$ cat src/rtl/awd_pkg.sv
package awd_pkg;
  localparam int REG_W  = 32;
  localparam int PAGE_W = 16;
  localparam int UP_W   = REG_W - PAGE_W;
  localparam int TGT_W  = 4;
  localparam int ATTR_W = 8;

  typedef enum logic [1:0] {
    SEL_CTRL  = 2'd0,
    SEL_BASE  = 2'd1,
    SEL_RMLO  = 2'd2,
    SEL_RMHI  = 2'd3
  } regSel_e;

  typedef struct packed {
    logic    wrCtrl;
    logic    wrBase;
    logic    wrRemapLo;
    logic    wrRemapHi;
    regSel_e rdSel;
  } regStrobe_t;
endpackage

$ cat src/rtl/awd_regctl.sv
module awd_regctl
  import awd_pkg::*;
#(
  parameter int NUM_WIN   = 8,
  parameter int NUM_REMAP = 2,
  localparam int IDX_W    = $clog2(NUM_WIN),
  localparam int RADDR_W  = IDX_W + 4
) (
  input  logic               regWrEn,
  input  logic [RADDR_W-1:0] regAddr,
  output regStrobe_t         strobe,
  output logic [IDX_W-1:0]   winIdx
);
  logic    hasRemap;
  regSel_e sel;

  assign winIdx   = regAddr[RADDR_W-1:4];
  assign sel      = regSel_e'(regAddr[3:2]);
  assign hasRemap = (32'(winIdx) < NUM_REMAP);

  always_comb begin
    strobe           = '0;
    strobe.rdSel     = sel;
    strobe.wrCtrl    = regWrEn && (sel == SEL_CTRL);
    strobe.wrBase    = regWrEn && (sel == SEL_BASE);
    strobe.wrRemapLo = regWrEn && hasRemap && (sel == SEL_RMLO);
    strobe.wrRemapHi = regWrEn && hasRemap && (sel == SEL_RMHI);
  end
endmodule

$ cat src/rtl/awd_datapath.sv
module awd_datapath
  import awd_pkg::*;
#(
  parameter int NUM_WIN   = 8,
  parameter int NUM_REMAP = 2,
  localparam int IDX_W    = $clog2(NUM_WIN)
) (
  input  logic              clk,
  input  logic              rstN,
  input  regStrobe_t        strobe,
  input  logic [IDX_W-1:0]  winIdx,
  input  logic [REG_W-1:0]  regWrData,
  output logic [REG_W-1:0]  regRdData,
  input  logic [REG_W-1:0]  cpuAddr,
  output logic              hit,
  output logic [TGT_W-1:0]  target,
  output logic [ATTR_W-1:0] attr,
  output logic [REG_W-1:0]  xlatAddr
);
  logic [UP_W-1:0]   maskR    [NUM_WIN];
  logic [UP_W-1:0]   baseR    [NUM_WIN];
  logic [UP_W-1:0]   remapLoR [NUM_WIN];
  logic [REG_W-1:0]  remapHiR [NUM_WIN];
  logic [ATTR_W-1:0] attrR    [NUM_WIN];
  logic [TGT_W-1:0]  tgtR     [NUM_WIN];
  logic [NUM_WIN-1:0] enR;
  logic [NUM_WIN-1:0] hitVec;
  logic [UP_W-1:0]   addrUp;

  assign addrUp = cpuAddr[REG_W-1:PAGE_W];

  for (genvar i = 0; i < NUM_WIN; i++) begin : gWin
    logic sel;
    assign sel = (winIdx == IDX_W'(i));

    always_ff @(posedge clk or negedge rstN) begin
      if (!rstN) begin
        maskR[i] <= '0;
        attrR[i] <= '0;
        enR[i]   <= 1'b0;
        tgtR[i]  <= '0;
      end else if (sel && strobe.wrCtrl) begin
        maskR[i] <= regWrData[31:16];
        attrR[i] <= regWrData[15:8];
        enR[i]   <= regWrData[5];
        tgtR[i]  <= regWrData[TGT_W-1:0];
      end
    end

    always_ff @(posedge clk or negedge rstN) begin
      if (!rstN)                     baseR[i] <= '0;
      else if (sel && strobe.wrBase) baseR[i] <= regWrData[REG_W-1:PAGE_W];
    end

    if (i < NUM_REMAP) begin : gRemap
      always_ff @(posedge clk or negedge rstN) begin
        if (!rstN) begin
          remapLoR[i] <= '0;
          remapHiR[i] <= '0;
        end else begin
          if (sel && strobe.wrRemapLo) remapLoR[i] <= regWrData[REG_W-1:PAGE_W];
          if (sel && strobe.wrRemapHi) remapHiR[i] <= regWrData;
        end
      end
    end else begin : gNoRemap
      assign remapLoR[i] = '0;
      assign remapHiR[i] = '0;
    end

    assign hitVec[i] = enR[i] && (((addrUp ^ baseR[i]) & ~maskR[i]) == '0);
  end

  // lowest index wins
  logic [IDX_W-1:0] winSel;
  logic             anyHit;
  always_comb begin
    winSel = '0;
    anyHit = 1'b0;
    for (int i = NUM_WIN - 1; i >= 0; i--) begin
      if (hitVec[i]) begin
        anyHit = 1'b1;
        winSel = IDX_W'(i);
      end
    end
  end

  logic            doRemap;
  logic [UP_W-1:0] xlatUp;
  assign doRemap = anyHit && (32'(winSel) < NUM_REMAP);
  assign xlatUp  = doRemap ? ((remapLoR[winSel] & ~maskR[winSel]) | (addrUp & maskR[winSel]))
                           : addrUp;

  assign hit      = anyHit;
  assign target   = anyHit ? tgtR[winSel]  : '0;
  assign attr     = anyHit ? attrR[winSel] : '0;
  assign xlatAddr = {xlatUp, cpuAddr[PAGE_W-1:0]};

  always_comb begin
    unique case (strobe.rdSel)
      SEL_CTRL: regRdData = {maskR[winIdx], attrR[winIdx], 2'b00, enR[winIdx], 1'b0, tgtR[winIdx]};
      SEL_BASE: regRdData = {baseR[winIdx], {PAGE_W{1'b0}}};
      SEL_RMLO: regRdData = {remapLoR[winIdx], {PAGE_W{1'b0}}};
      default:  regRdData = remapHiR[winIdx];
    endcase
  end
endmodule

$ cat src/rtl/addr_window_decoder.sv
module addr_window_decoder
  import awd_pkg::*;
#(
  parameter int NUM_WIN   = 8,
  parameter int NUM_REMAP = 2,
  localparam int IDX_W    = $clog2(NUM_WIN),
  localparam int RADDR_W  = IDX_W + 4
) (
  input  logic               clk,
  input  logic               rstN,
  input  logic               regWrEn,
  input  logic [RADDR_W-1:0] regAddr,
  input  logic [REG_W-1:0]   regWrData,
  output logic [REG_W-1:0]   regRdData,
  input  logic [REG_W-1:0]   cpuAddr,
  output logic               hit,
  output logic [TGT_W-1:0]   target,
  output logic [ATTR_W-1:0]  attr,
  output logic [REG_W-1:0]   xlatAddr
);
  regStrobe_t       strobe;
  logic [IDX_W-1:0] winIdx;

  awd_regctl #(.NUM_WIN(NUM_WIN), .NUM_REMAP(NUM_REMAP)) uCtl (
    .regWrEn (regWrEn),
    .regAddr (regAddr),
    .strobe  (strobe),
    .winIdx  (winIdx)
  );

  awd_datapath #(.NUM_WIN(NUM_WIN), .NUM_REMAP(NUM_REMAP)) uDp (
    .clk       (clk),
    .rstN      (rstN),
    .strobe    (strobe),
    .winIdx    (winIdx),
    .regWrData (regWrData),
    .regRdData (regRdData),
    .cpuAddr   (cpuAddr),
    .hit       (hit),
    .target    (target),
    .attr      (attr),
    .xlatAddr  (xlatAddr)
  );
endmodule

$ cat config.mk
export PLATFORM = sky130hd
export DESIGN_NAME = addr_window_decoder
export DESIGN_NICKNAME = d
export VERILOG_FILES = /design/src/rtl/awd_pkg.sv /design/src/rtl/awd_regctl.sv /design/src/rtl/awd_datapath.sv /design/src/rtl/addr_window_decoder.sv
export SDC_FILE = /design/constraint.sdc
export NUM_CORES = 1
export LEC_CHECK = 0
export BUFFER_PORTS_ARGS = -buffer_cell sky130_fd_sc_hd__buf_4
export CORE_UTILIZATION = 45
export CTS_CLUSTER_SIZE = 25
export DETAILED_ROUTE_END_ITERATION = 6
export PLACE_DENSITY = 0.59
export SYNTH_ARGS = -nofsm -noshare
export SYNTH_HDL_FRONTEND = slang
export SYNTH_SLANG_ARGS = --single-unit
$ cat constraint.sdc
create_clock -name clk -period 4.2 [get_ports clk]
set_input_delay 0.42 -clock clk [delete_from_list [all_inputs] [get_ports clk]]
set_output_delay 0.42 -clock clk [all_outputs]
set_load 0.05 [all_outputs]
==> summary.md, run 1 <==
| Metric | Value |
|---|---|
| Status | finished, final reports clean |
| Die height | 232.9 um |
| Wire length per cell | 27.90 um |
| RSZ-0062 raised after global routing | no |
| IO Count | 151 |
| Final setup margin | 160.2 ps |
| Leakage | 0.01182 uW |
| Cell chosen for the clock root | clkbuf_16 |
| Critical-path cell list | xnor2_1 > o22ai_1 > or4_1 > nor4_1 > a221oi_1 > o31a_2 > buf_12 > buf_4 > a32oi_1 > buf_4 |
| Die area | 54,260 um2 |
| Largest net degree at the start of global routing | 114 |
| Reg clk slew, reported paths | 60 ps |
| First-pass GRT wire length | 107,500 um |
| Total CTS buffers | 51 |
| Area grow syn2layout | 13.16% |
| Total track usage | 0.2703 |
| Worst-Skew Late Latency | 590 ps |
| Req. time, crit path | 3780 ps |
| Worst hold margin | 61.24 ps |
| Crit-path slowest cell | or4_1 |
| Synth top area cells | dfrtp_1, mux2_2, mux4_2 |
| Initial Util | 0.4558 |
| # DRC | 0 |
| Final period utilization | 0.9619 |
| CP peak stage delay | 610 ps |
| Syn Std Cell Area | 24,000 um2 |
| Detailed-route via count | 16.01k |
| Commonest cells after routing, fill and taps aside | mux2_2, dfrtp_1, buf_4, xnor2_1, mux4_2 |
| Top-area cell type share of the netlist area | 0.4754 |
| # Post-CTS Setup Buffers | 0 |
| Via/cell ratio | 6.189 |
| Detailed router's first-iteration violation count | 1,289 |
| Synth Instances | 1,824 |
| Design area | 27,160 um2 |
| Die X | 232.9 um |
| WL final | 72,150 um |
| Area leader, netlist | dfrtp_1 |
| Max Clock Skew | 0 ps |
| Arrival time at the worst endpoint | 3620 ps |
| Netlist cell types | 50 |
| Max_cap viols | 0 |
| CP Capture Type | output pin |
| Htree depth | 2 |
| RD Place Congestion | 0.8686 |
| Setup Viol. Count Final | 0 |
| Number of warnings issued by yosys | 0 |
| Seq cells post-synth | 456 |
| Drt first pass iters | 6 |
| Critical Path Source Type | register |
| Number of global-route vias before repair | 16.20k |
| Bufs on Longest Clock Path | 3 |
| Critical path's most frequent cell | buf_4 |
| Commonest non-fill, non-tap cell in the layout | mux2_2 |
| Placed cell area | 25,520 um2 |
| Initial antenna violation count | 3 |
| # rows | 84 |
| Pwr Density | 481.3 nW/um2 |
| Final Hold Viols | 0 |
| Core area | 52,660 um2 |
| Place WS | 425.3 ps |
| Maximum vdd ir drop | 0.3460 mV |
| Slew HR | 0.3769 |
| CTS sink cnt | 456 |
| Crit Path Max Fanout | 31 |
| Nets | 1,936 |
| Final setup TNS | 0 ps |
| Least-Margin Pin Slew | 934.6 ps |
| Fmax | 247.5 MHz |
| ANT nets after route | 0 |
| CTS tree | built |
| Grt total ovfl | 0 |
| IO Port Bufs | 116 |
| Final worst path period need | 4040 ps |
| Syn Area/Cell | 13.16 um2 |
| Min-delay worst type | input port to register |
| Net Count, Synth | 1,898 |
| Count of pins over their slew limit | 0 |
| Share of cells above drive strength 1 | 0.4396 |
| Post-synthesis sequential area ratio | 0.4754 |
| Dpl hpwl | 46,560 um |
| Crit Path Class | register to output pin |
-- cells by family after synthesis --
group | after synthesis | share of synthesized area
xor+xnor | 128 | 0.04671
mux | 645 | 0.3407
simple gates | 157 | 0.03258
compound gates | 250 | 0.06689
buf+inv | 188 | 0.03764
flops | 456 | 0.4754
-- critical path: cells and delay by family (launching register included) --
| kind | cells | cell delay (ps) |
|---|---|---|
| AOI/OAI and AO/OA | 4 | 810 |
| buffers and inverters | 3 | 620 |
| xor gates and xnor gates | 1 | 230 |
| and+or+nand+nor | 2 | 910 |
| DFF | 1 | 410 |
-- final timing paths --
path / startpoint / endpoint / slack (ps) / depth (start not counted)
worst max-delay path: uDp.baseR[37] / target[3] / 160 / 10
worst min-delay path: regWrData[7] / uDp.remapHiR[231] / 60 / 2
worst max register to register: uDp.maskR[96] / uDp.maskR[96] / 3310 / 1
worst min register to register: uDp.remapHiR[221] / uDp.remapHiR[221] / 500 / 1
max in group asynchronous: rstN / uDp.remapHiR[195] / 2640 / 3
min in group asynchronous: rstN / uDp.attrR[60] / 520 / 2
-- layout make-up --
cell class	instances	area (um2)
Fill cell	4498	25500
Multi-Input combinational cell	1180	11760
Sequential cell	456	11410
Timing Repair Buffer	172	1509
Clock buffer	74	1495
Tap cell	688	860.8
Clock inverter	12	116.4
Antenna cell	3	7.507
Inverter	1	3.754
-- cell usage after synthesis, drive strengths merged --
master,instances
a211oi,1
a21bo,1
a21o,3
a21oi,58
a221oi,1
a22o,5
a22oi,8
a31oi,2
a32oi,12
and2,1
and3,6
buf,88
clkbuf,99
dfrtp,456
inv,1
mux2,476
mux2i,79
mux4,90
nand2,47
nand2b,2
nand3,40
nand3b,2
nor2,26
nor2b,4
nor3,11
nor3b,1
nor4,7
nor4b,1
nor4bb,1
o2111ai,3
o211ai,2
o21ai,42
o21bai,1
o221ai,1
o22a,5
o22ai,82
o2bb2ai,21
o31a,1
o31ai,1
or2,1
or3,2
or4,5
xnor2,128
-- per-stage QoR --
stage | util | instances | power (uW)
4_1_cts | 0.5154 | 2583 | 13160
3_3_place_gp | 0.4847 | 2496 | 8641
3_5_place_dp | 0.4847 | 2496 | 8733
2_1_floorplan | - | 1824 | 7863
6_report | 0.5158 | 2586 | 13070
5_1_grt | 0.5156 | 2583 | 13650
-- per-layer routing --
| layer | GRT usage | up-vias | share of wire | wire length [um] |
|---|---|---|---|---|
| met4 | 0.1011 | 4 | 0.036 | 2562 |
| met3 | 0.05037 | 134 | 0.064 | 4606 |
| li1 | - | 6836 | - | - |
| met5 | 0 | - | 0.00030 | 22 |
| met2 | 0.4231 | 557 | 0.46 | 33460 |
| met1 | 0.3729 | 8475 | 0.44 | 31510 |
-- state kept, by name (all words and copies together), names as in the netlist --
name,cells
uDp.baseR,128
uDp.maskR,128
uDp.attrR,64
uDp.remapHiR,64
uDp.remapLoR,32
uDp.tgtR,32
uDp.enR,8
-- repair_timing --
action	CTS	global route
endpoints found under the setup margin	0	8
hold buffers	1	0
gates resized for setup	0	2
hold endpoints to repair	107	0
-- report_power, final --
group / leakage, uW / total, uW / switching, uW / internal [uW]
clock network: 0.000796 / 4390 / 1820 / 2570
registers: 0.00583 / 5990 / 735 / 5260
logic: 0.00519 / 2690 / 1200 / 1490
total: 0.0118 / 13100 / 3760 / 9310
Note: power is estimated with default switching activity, not from simulation.
==> inputs of run 2 (changes only) <==
clock period = 3.9 ns   (was 4.2 ns; I/O delays follow)
==> summary.md, run 2 (synthesis results as in run 1) <==
| Metric | Value |
|---|---|
| Status | finished, final reports clean |
| Largest regs | uDp.baseR (128), uDp.maskR (128) |
| IO Count | 151 (unchanged) |
| Reg2reg path depth | 1 (unchanged) |
| Slew HR | 0.4474 (+0.07043) |
| Min-delay worst type | input port to register |
| Final Hold Viols | 0 (unchanged) |
| # fillers | 4,497 (-0.022%) |
| Initial Util | 0.4558 (unchanged) |
| Count of pins over their slew limit | 0 (unchanged) |
| Critical Path End | xlatAddr[19] |
| Share of cells above drive strength 1 | 0.4549 (+0.01535) |
| Max_cap viols | 0 (unchanged) |
| Crit Path Max Fanout | 34 (+9.7%) |
| Final worst path period need | 3850 ps |
| Commonest cells after routing, fill and taps aside | mux2_2, dfrtp_1, buf_4, xnor2_1, mux4_2 |
| WL final | 72,580 um (+0.60%) |
| Fmax | 259.7 MHz |
| Worst hold margin | 39.43 ps (-21.82 ps) |
| Final setup TNS | 0 ps (unchanged) |
| Drt first pass iters | 7 (+1) |
| Arrival time at the worst endpoint | 3460 ps (-160 ps) |
| Total track usage | 0.2690 (-0.001333) |
| Nets | 1,943 (+0.36%) |
| Total CTS buffers | 51 (unchanged) |
| Fin util | 0.5242 (+0.008435) |
| Wire length per cell | 27.96 um (+0.21%) |
| RD Place Congestion | 0.8630 (-0.64%) |
| Req. time, crit path | 3510 ps (-270 ps) |
| Number of global-route vias before repair | 16.24k (+0.25%) |
| R2R Setup Slk | 3010 ps (-300 ps) |
| ANT nets after route | 0 (unchanged) |
| Final period utilization | 0.9872 |
| Setup Viol. Count Final | 0 (unchanged) |
| Die area | 54,260 um2 (unchanged) |
| IO Port Bufs | 116 (unchanged) |
| Commonest non-fill, non-tap cell in the layout | mux2_2 |
| Initial antenna violation count | 3 (unchanged) |
| RR Endpoint | uDp.maskR[119] |
| Die height | 232.9 um (unchanged) |
| CTS sink cnt | 456 (unchanged) |
| First-pass GRT wire length | 107,400 um (-0.15%) |
| Grt total ovfl | 0 (unchanged) |
| # DRC | 0 (unchanged) |
| Core area | 52,660 um2 (unchanged) |
| Die X | 232.9 um (unchanged) |
| # rows | 84 (unchanged) |
| Dpl hpwl | 46,650 um (+0.18%) |
| Area grow syn2layout | 15.01% |
| Cell chosen for the clock root | clkbuf_16 |
| Antenna Cells | 0 (-3) |
| Htree depth | 2 (unchanged) |
| Place WS | 267.3 ps (-158.1 ps) |
| Worst-Skew Late Latency | 570 ps (-20 ps) |
| Worst setup path start | uDp.baseR[73] |
| Max Clock Skew | 0 ps (unchanged) |
| Maximum vdd ir drop | 0.3144 mV (-9.1%) |
| Critical Path Source Type | register |
| Leakage | 0.01200 uW (+1.5%) |
| Via/cell ratio | 6.154 (-0.57%) |
| CTS tree | built |
| Reg clk slew, reported paths | 60 ps (about the same) |
| Reg2reg start | uDp.maskR[119] |
| Detailed router's first-iteration violation count | 1,225 (-5.0%) |
| Final setup margin | 49.82 ps (-110.4 ps) |
| Least-Margin Pin Slew | 829.0 ps (-105.6 ps) |
| CP Capture Type | output pin |
| Detailed-route via count | 15.98k (-0.18%) |
| RSZ-0062 raised after global routing | yes |
| Bufs on Longest Clock Path | 3 (unchanged) |
| Pwr Density | 521.0 nW/um2 (+8.3%) |
| Crit Path Class | register to output pin |
| Largest net degree at the start of global routing | 98 (-14%) |
run 2: where the power goes:
part | internal [uW] | switching [uW] | leakage (uW) | total [uW]
Sequential | 5660 | 803 | 0.00583 | 6460
Clock | 2980 | 1980 | 0.000853 | 4970
Combinational | 1630 | 1320 | 0.00532 | 2950
run 2: layer usage:
metal | up-vias | GRT usage | wire length, um
li1 | 6863 | - | -
met2 | 459 | 0.4379 | 35200
met3 | 109 | 0.03689 | 3628
met4 | 6 | 0.08231 | 1983
met5 | - | 0 | 37
met1 | 8540 | 0.3724 | 31730
run 2: per-stage QoR:
stage	power [uW]	area, um2	instances
CTS	14430	27320	2587
floorplan	8468	24000	1824
global route	14950	27600	2596
finish	14380	27600	2596
detailed placement	9422	25530	2494
global placement	9311	25530	2494
run 2: how the worst min path moves through the flow:
stage	from	to	slack [ps]	depth (start not counted)
detailed placement	rstN	uDp.remapHiR[236]	490	1
CTS	regWrData[6]	uDp.remapHiR[198]	1	2
global route	regWrData[6]	uDp.remapHiR[198]	30	2
finish	regWrData[6]	uDp.remapHiR[198]	40	2
global placement	rstN	uDp.remapHiR[204]	490	1
floorplan	rstN	uDp.attrR[0]	90	0
run 2: layout make-up:
type | instances | area [um2] | area share
inverters | 1 | 3.754 | 0.0001360
flip-flops and latches | 456 | 11410 | 0.4134
clock buffers | 78 | 1550 | 0.05616
clock inverters | 14 | 172.7 | 0.006255
multi-input cells | 1180 | 11920 | 0.4319
well taps | 688 | 860.8 | 0.03119
repair buffers | 179 | 1683 | 0.06097
run 2: worst max-delay path, cell delays in order, from the launching register on:
cell	delay, ps
dfrtp_1	430
xnor2_2	180
o22ai_1	110
or4_4	570
nor3_4	200
a211oi_1	120
o31a_2	400
buf_12	190
a22o_1	200
mux2_2	260
buf_4	190
run 2: repair_timing:
action	4_1_cts	5_1_grt
endpoints found under the setup margin	19	14
pin swaps	1	2
endpoints found under the hold margin	90	0
hold buffers	1	0
setup buffers	0	6
gates cloned	0	3
gates resized for setup	9	23
